--- src/rtl/tx_start_seq_pkg.sv ---
package tx_start_seq_pkg;
  typedef enum logic [1:0] {
    ST_IDLE  = 2'd0,
    ST_WAIT  = 2'd1,
    ST_COUNT = 2'd2,
    ST_SEND  = 2'd3
  } seq_state_e;
endpackage

--- src/rtl/tx_seq_latsel.sv ---
module tx_seq_latsel #(
  parameter int LAT_READY = 2,
  parameter int LAT_SYNC  = 3,
  parameter int LAT_IMM   = 2,
  parameter int W         = 2
) (
  input  logic         cts_immediate,
  output logic [W-1:0] lat_ready,
  output logic [W-1:0] lat_late
);
  localparam logic [W-1:0] L_READY = W'(LAT_READY);
  localparam logic [W-1:0] L_SYNC  = W'(LAT_SYNC);
  localparam logic [W-1:0] L_IMM   = W'(LAT_IMM);

  // Latency is given as a count of bit times after the seen tick.
  assign lat_ready = L_READY;
  assign lat_late  = cts_immediate ? L_IMM : L_SYNC;
endmodule

--- src/rtl/tx_seq_cnt.sv ---
module tx_seq_cnt #(
  parameter int W = 2
) (
  input  logic         clk,
  input  logic         rst_n,
  input  logic         clr,
  input  logic         inc,
  output logic [W-1:0] cnt
);
  always_ff @(posedge clk or negedge rst_n) begin
    if (!rst_n)   cnt <= '0;
    else if (clr) cnt <= '0;
    else if (inc) cnt <= cnt + W'(1);
  end
endmodule

--- src/rtl/tx_seq_ctrl.sv ---
module tx_seq_ctrl
  import tx_start_seq_pkg::*;
#(
  parameter int W = 2
) (
  input  logic         clk,
  input  logic         rst_n,
  input  logic         bit_tick,
  input  logic         fifo_nonempty,
  input  logic         cts,
  input  logic         cts_immediate,
  input  logic         char_done,
  input  logic [W-1:0] lat_ready,
  input  logic [W-1:0] lat_late,
  input  logic [W-1:0] cnt,
  output logic         cnt_clr,
  output logic         cnt_inc,
  output logic         rts,
  output logic         tx_start
);
  seq_state_e   state, state_n;
  logic [W-1:0] target, target_n;
  logic         rts_n, start_n, cts_seen;

  assign cts_seen = cts_immediate ? cts : (cts && bit_tick);

  always_comb begin
    state_n  = state;
    target_n = target;
    rts_n    = rts;
    start_n  = 1'b0;
    cnt_clr  = 1'b0;
    cnt_inc  = 1'b0;
    case (state)
      ST_IDLE: begin
        cnt_clr = 1'b1;
        if (bit_tick && fifo_nonempty) begin
          rts_n = 1'b1;
          if (cts) begin
            state_n  = ST_COUNT;
            target_n = lat_ready;
          end else begin
            state_n = ST_WAIT;
          end
        end
      end
      ST_WAIT: begin
        cnt_clr = 1'b1;
        if (cts_seen) begin
          state_n  = ST_COUNT;
          target_n = lat_late;
        end
      end
      ST_COUNT: begin
        if (bit_tick) begin
          if (!cts) begin
            state_n = ST_WAIT;
            cnt_clr = 1'b1;
          end else if (cnt == target - W'(1)) begin
            start_n = 1'b1;
            state_n = ST_SEND;
            cnt_clr = 1'b1;
          end else begin
            cnt_inc = 1'b1;
          end
        end
      end
      ST_SEND: begin
        cnt_clr = 1'b1;
        if (char_done && !fifo_nonempty) begin
          rts_n   = 1'b0;
          state_n = ST_IDLE;
        end
      end
      default: state_n = ST_IDLE;
    endcase
  end

  always_ff @(posedge clk or negedge rst_n) begin
    if (!rst_n) begin
      state    <= ST_IDLE;
      target   <= '0;
      rts      <= 1'b0;
      tx_start <= 1'b0;
    end else begin
      state    <= state_n;
      target   <= target_n;
      rts      <= rts_n;
      tx_start <= start_n;
    end
  end
endmodule

--- src/rtl/tx_start_seq.sv ---
module tx_start_seq #(
  parameter int LAT_READY = 2,
  parameter int LAT_SYNC  = 3,
  parameter int LAT_IMM   = 2,
  parameter int LAT_MAX   = (LAT_READY > LAT_SYNC)
                            ? ((LAT_READY > LAT_IMM) ? LAT_READY : LAT_IMM)
                            : ((LAT_SYNC > LAT_IMM) ? LAT_SYNC : LAT_IMM),
  parameter int CNT_W     = $clog2(LAT_MAX + 1)
) (
  input  logic             clk,
  input  logic             rst_n,
  input  logic             bit_tick,
  input  logic             fifo_nonempty,
  input  logic             cts,
  input  logic             cts_immediate,
  input  logic             char_done,
  output logic             rts,
  output logic             tx_start,
  output logic [CNT_W-1:0] bit_cnt
);
  logic [CNT_W-1:0] lat_ready, lat_late;
  logic             cnt_clr, cnt_inc;

  tx_seq_latsel #(
    .LAT_READY(LAT_READY), .LAT_SYNC(LAT_SYNC), .LAT_IMM(LAT_IMM), .W(CNT_W)
  ) u_latsel (
    .cts_immediate(cts_immediate),
    .lat_ready    (lat_ready),
    .lat_late     (lat_late)
  );

  tx_seq_cnt #(.W(CNT_W)) u_cnt (
    .clk  (clk),
    .rst_n(rst_n),
    .clr  (cnt_clr),
    .inc  (cnt_inc),
    .cnt  (bit_cnt)
  );

  tx_seq_ctrl #(.W(CNT_W)) u_ctrl (
    .clk          (clk),
    .rst_n        (rst_n),
    .bit_tick     (bit_tick),
    .fifo_nonempty(fifo_nonempty),
    .cts          (cts),
    .cts_immediate(cts_immediate),
    .char_done    (char_done),
    .lat_ready    (lat_ready),
    .lat_late     (lat_late),
    .cnt          (bit_cnt),
    .cnt_clr      (cnt_clr),
    .cnt_inc      (cnt_inc),
    .rts          (rts),
    .tx_start     (tx_start)
  );
endmodule

--- config.mk ---
export PLATFORM = sky130hd
export DESIGN_NAME = tx_start_seq
export DESIGN_NICKNAME = d
export VERILOG_FILES = /design/src/rtl/tx_start_seq_pkg.sv /design/src/rtl/tx_seq_latsel.sv /design/src/rtl/tx_seq_cnt.sv /design/src/rtl/tx_seq_ctrl.sv /design/src/rtl/tx_start_seq.sv
export SDC_FILE = /design/constraint.sdc
export NUM_CORES = 1
export LEC_CHECK = 0
export ABC_AREA = 1
export BUFFER_PORTS_ARGS = -buffer_cell sky130_fd_sc_hd__clkbuf_2
export CELL_PAD_IN_SITES_DETAIL_PLACEMENT = 1
export CELL_PAD_IN_SITES_GLOBAL_PLACEMENT = 1
export CORE_MARGIN = 2
export CORE_UTILIZATION = 35
export DETAILED_ROUTE_END_ITERATION = 8
export HOLD_SLACK_MARGIN = 0.08
export PLACE_DENSITY = 0.71
export SLEW_MARGIN = 10
export SYNTH_ARGS = -nofsm -noshare
export SYNTH_HDL_FRONTEND = slang
export SYNTH_SLANG_ARGS = --single-unit
--- constraint.sdc ---
create_clock -name clk -period 2.4 [get_ports clk]
set_input_delay 0.48 -clock clk [delete_from_list [all_inputs] [get_ports clk]]
set_output_delay 0.48 -clock clk [all_outputs]
set_load 0.02 [all_outputs]
Word-level counts from Yosys, hierarchy flattened
Cells that the tools add are included.

Mux-type cells: 30. Add/sub/neg operators: 2. Eq/ne operators: 10. Reductions and logical operators: 12.

Operator list (count): two-way mux 2 bit (12); two-way mux 1 bit (14); one-hot mux 2 bit (4 select lines) (1); inequality test 2 x 1 -> 1 bit, second input constant (3); nonzero test 2 bit (3); AND reduction 5 bit (1); == test 2 bit, second input constant (2); inequality test 2 bit, second input constant (2); one-hot mux 1 bit (2 select lines) (2); one-hot mux 2 bit (2 select lines) (1); AND reduction 4 bit (1); logical AND 1 bit (3); inequality test 3 x 2 -> 1 bit, second input constant (1); AND reduction 3 bit (1); OR reduction 3 bit (1); adder 2 x 1 -> 2 bit, second input constant (1); == test 2 x 1 -> 1 bit, second input constant (1); == test 2 bit (1); logical NOT 2 bit (1); subtractor 2 x 1 -> 2 bit, second input constant (1); logical NOT 1 bit (1).

Word-level logic and storage cells: 59. Output and inout bits: 4. Bits of input ports: 7. Bits in registers: 8.

Depth between registers and ports, before layout
Depth after elaboration: 8. Mapped depth: 9. Gate-level depth less buffers: 9.

Hierarchy
A second synthesis with hierarchy kept.

Cell total of the unflattened synthesis: 78. Area total of the unflattened synthesis: 556.8 µm².

By module, submodules not included: tx_seq_ctrl (area each 436.7 µm², cells each 61, times used 1, sequential area each 150.1 µm²); tx_seq_cnt (area each 86.3 µm², cells each 11, times used 1, sequential area each 50.0 µm²); tx_seq_latsel (area each 33.8 µm², cells each 6, times used 1, sequential area each 0.0 µm²).

Least setup slack after synthesis
OpenSTA, ideal clock, no wires.

Kind: register to register. From: reg u_cnt.cnt[1]. To: reg u_cnt.cnt[0]. Cell stages (with the launch flop): 10. Required time: 2.272 ns. Clock period less this slack: 1.161 ns. Path buffers: 0. Setup slack: 1.239 ns. Setup time: 0.128 ns. Data arrival time: 1.033 ns. Path through: dfrtp_1 inv_1 nand2_1 nand2_1 nand2_1 nand2_1 nand2_1 nand2_2 nand3_1 o21ai_0.

Cells in the longest elaborated chain, start to end: 6. Elaborated cells on any way between the ends: 11. Classes of those cells: 1 x eq/ne; 9 x mux; 1 x reduce/logical.

Ends and longest elaborated chain: from (decl) (RTL line tx_seq_cnt.sv:8) `output logic [W-1:0] cnt`; from (signal assigned) (RTL line tx_seq_cnt.sv:13) `else if (inc) cnt <= cnt + W'(1);`; == test 2 bit * (RTL line tx_seq_ctrl.sv:59) `end else if (cnt == target - W'(1)) begin`; two-way mux 1 bit (RTL line tx_seq_ctrl.sv:59); two-way mux 1 bit (RTL line tx_seq_ctrl.sv:56) `if (!cts) begin`; two-way mux 1 bit (RTL line tx_seq_ctrl.sv:55) `if (bit_tick) begin`; one-hot mux 1 bit (2 select lines) or two-way mux 1 bit (tied branches) (RTL line tx_seq_ctrl.sv:34) `case (state)`; two-way mux 2 bit or nonzero test 2 bit (tied branches).

Mark *: on every way between the ends. The rest lies on a longest branch, timed or not. A chain may end at the register's enable or synchronous reset.

Final worst setup path
From: reg u_cnt.cnt[0]. To: out bit_cnt[0].

RTL lines: to (decl) (RTL line tx_start_seq.sv:19) `output logic [CNT_W-1:0] bit_cnt`.

No word-level cell between the ends.

==> impl_metrics.tcl <==
set metrics [dict create \
    status "finished, final reports clean" \
    worst_pin_slew_ns 0.3183 \
    setup_violations 0 \
    grt_usage_pct 19.01 \
    drive_gt1_share_pct 24.68 \
    dp.final_hpwl_microns 923.1 \
    grt.overflow.total 0 \
    cp_top_family "flip-flops" \
    utilization_pct 44.77 \
    start_util_pct 36.79 \
    ir_drop_uv 464.4 \
    die_area_sq_um 1641 \
    grt_pass1_vias 495 \
    clock-sinks 8 \
    timing.max_cap.violations 0 \
    tns_ns 0 \
    yosysSeqAreaShare_pct 42.90 \
    wl_mm 1.119 \
    cts_max_path_buffers 2 \
    dp.cells 88 \
    finalPower_mw 0.6821 \
    max_stage_delay_ns 0.40 \
    layout.nets 86 \
    drt-initial-drc-count 3 \
    die_w_microns 40.52 \
    die_h_microns 40.52 \
    ant_nets 0 \
    cts_buffers 3 \
    synth_cells 63 \
    fin_area_sq_um 568.0 \
    slew_violations 0 \
    netlist_area_sq_um 466.7 \
    min_path_type "input pin to flip-flop" \
    path_buf_inv 1 \
    crit_type "flip-flop to primary output" \
    synth.avg_cell_area_sq_um 7.408 \
    pin_count 11 \
    holdWs_ns 0.4847 \
    dpl_worst_slack_ns 1.036 \
    fin_ws_ns 1.067 \
    min_period_over_period_pct 55.54 \
    gp_congestion 0.7146 \
    cts_resized 0 \
    core_sq_um 1269 \
    clock-root-buffer "clkbuf_4" \
    hold_viol 0 \
    h-tree-depth 1 \
    power_density_nw_per_um2 1201 \
    syn_nets 70 \
    finalNonFillerCells 92 \
    max_clock_freq_mhz 750.2 \
    worstPathMaxFanout 4 \
    post_cts_buffers 0 \
    min_period_ns 1.333 \
    rows 13 \
    crit_required_ns 1.92 \
    synth.distinct_cells 19 \
    antenna_found_initial 0 \
    vias 457 \
    final_common_cell "nand2_1" \
    clk_latency_ns 0.26 \
    slew_headroom_pct 78.56 \
    critical_path.cell_chain "clkbuf_2" \
    start_kind "flip-flop" \
    ys_seq_elements 8 \
    avgViaCountPerCell 4.967 \
    yosys_warnings 0 \
    grt_pass1_wl_mm 1.952 \
    endpoint_kind "primary output" \
    wl_per_cell_microns 12.16 \
    layout_common_cells "nand2_1, inv_1, clkbuf_2" \
    tritoncts "done" \
    diodes 0 \
    p_leak_nw 0.3124 \
    io_buffers 10 \
    cts_hold_buffers 1 \
    dpl_cell_area_sq_um 535.5 \
    drc 0 \
    slowest_stage "dfrtp_1" \
    dr.pass1.iters 4 \
    clk_pin_slew_worst_paths_ns 0.06 \
    area_growth_pct 21.72 \
    grt_setup_unrepaired "false" \
    grt_max_degree 9 \
    final.setup_skew_ns 0.006080 \
    worstPathArrival_ns 0.85 \
]
worst register-to-register path, delay by kind of cell, from the launching register on:
| family | cells | cell delay, ns |
|---|---|---|
| flip-flops | 1 | 0.48 |
| AO/OA/AOI/OAI | 1 | 0.07 |
| AND/OR/NAND/NOR | 3 | 0.46 |
| buffers and inverters | 1 | 0.12 |
sequential cells by signal, indices dropped and copies added, names as in the netlist:
name,flops
u_ctrl.rts,1
u_ctrl.target,2
u_ctrl.tx_start,1
u_ctrl.state,2
u_cnt.cnt,2
cell usage after synthesis (all sizes together):
cell type   n  area (sq um)
o32ai       1         8.760
o211ai      1         12.51
nand3b      1         7.510
nand2      18         70.07
nand3       3         15.01
inv        13         48.79
xor2        1         8.760
dfrtp       8         200.2
nor2        4         17.52
nand4       1         6.260
o21bai      1         7.510
o21ai       8         40.04
a21oi       1         8.760
nor3        2         15.01
path summary, 6_finish.rpt:
path	start	endpoint	slack, ns	cells after the start
worst max-delay path	u_cnt.cnt[0]	bit_cnt[0]	1.07	1
worst min register to register	u_ctrl.target[1]	u_ctrl.target[1]	0.51	2
worst min-delay path	bit_tick	u_ctrl.tx_start	0.48	3
worst max register to register	u_ctrl.state[0]	u_ctrl.state[1]	1.14	5
max in group asynchronous	rst_n	u_ctrl.target[1]	1.62	2
min in group asynchronous	rst_n	u_ctrl.state[0]	0.60	2
cells by family after synthesis:
group,synth area share [%]
XOR/XNOR,1.877
flip-flops,42.90
buffers and inverters,10.45
AND/OR/NAND/NOR,28.15
AO/OA/AOI/OAI,16.62
cell type report:
cell class                 instances  area (sq um)
multi-input combinational         42         217.7
inverter                          13         48.80
timing repair buffer              11         60.06
fill                             169         700.7
clock buffer                       3         22.52
sequential                         8         200.2
tap                               15         18.77
metal layers:
metal | global-route usage, % | vias up | share of wire, %
met5 | 0 | - | 0
met4 | 15.00 | 0 | 3.6
met3 | 3.333 | 5 | 3.2
met2 | 33.73 | 13 | 53
met1 | 19.19 | 211 | 40
li1 | - | 228 | -
where the power goes:
group | internal (mW) | switching (mW) | total (mW)
Clock | 0.0574 | 0.0479 | 0.105
Combinational | 0.121 | 0.208 | 0.329
Sequential | 0.185 | 0.0628 | 0.248
No activity file was read; power rests on OpenSTA's default activity.
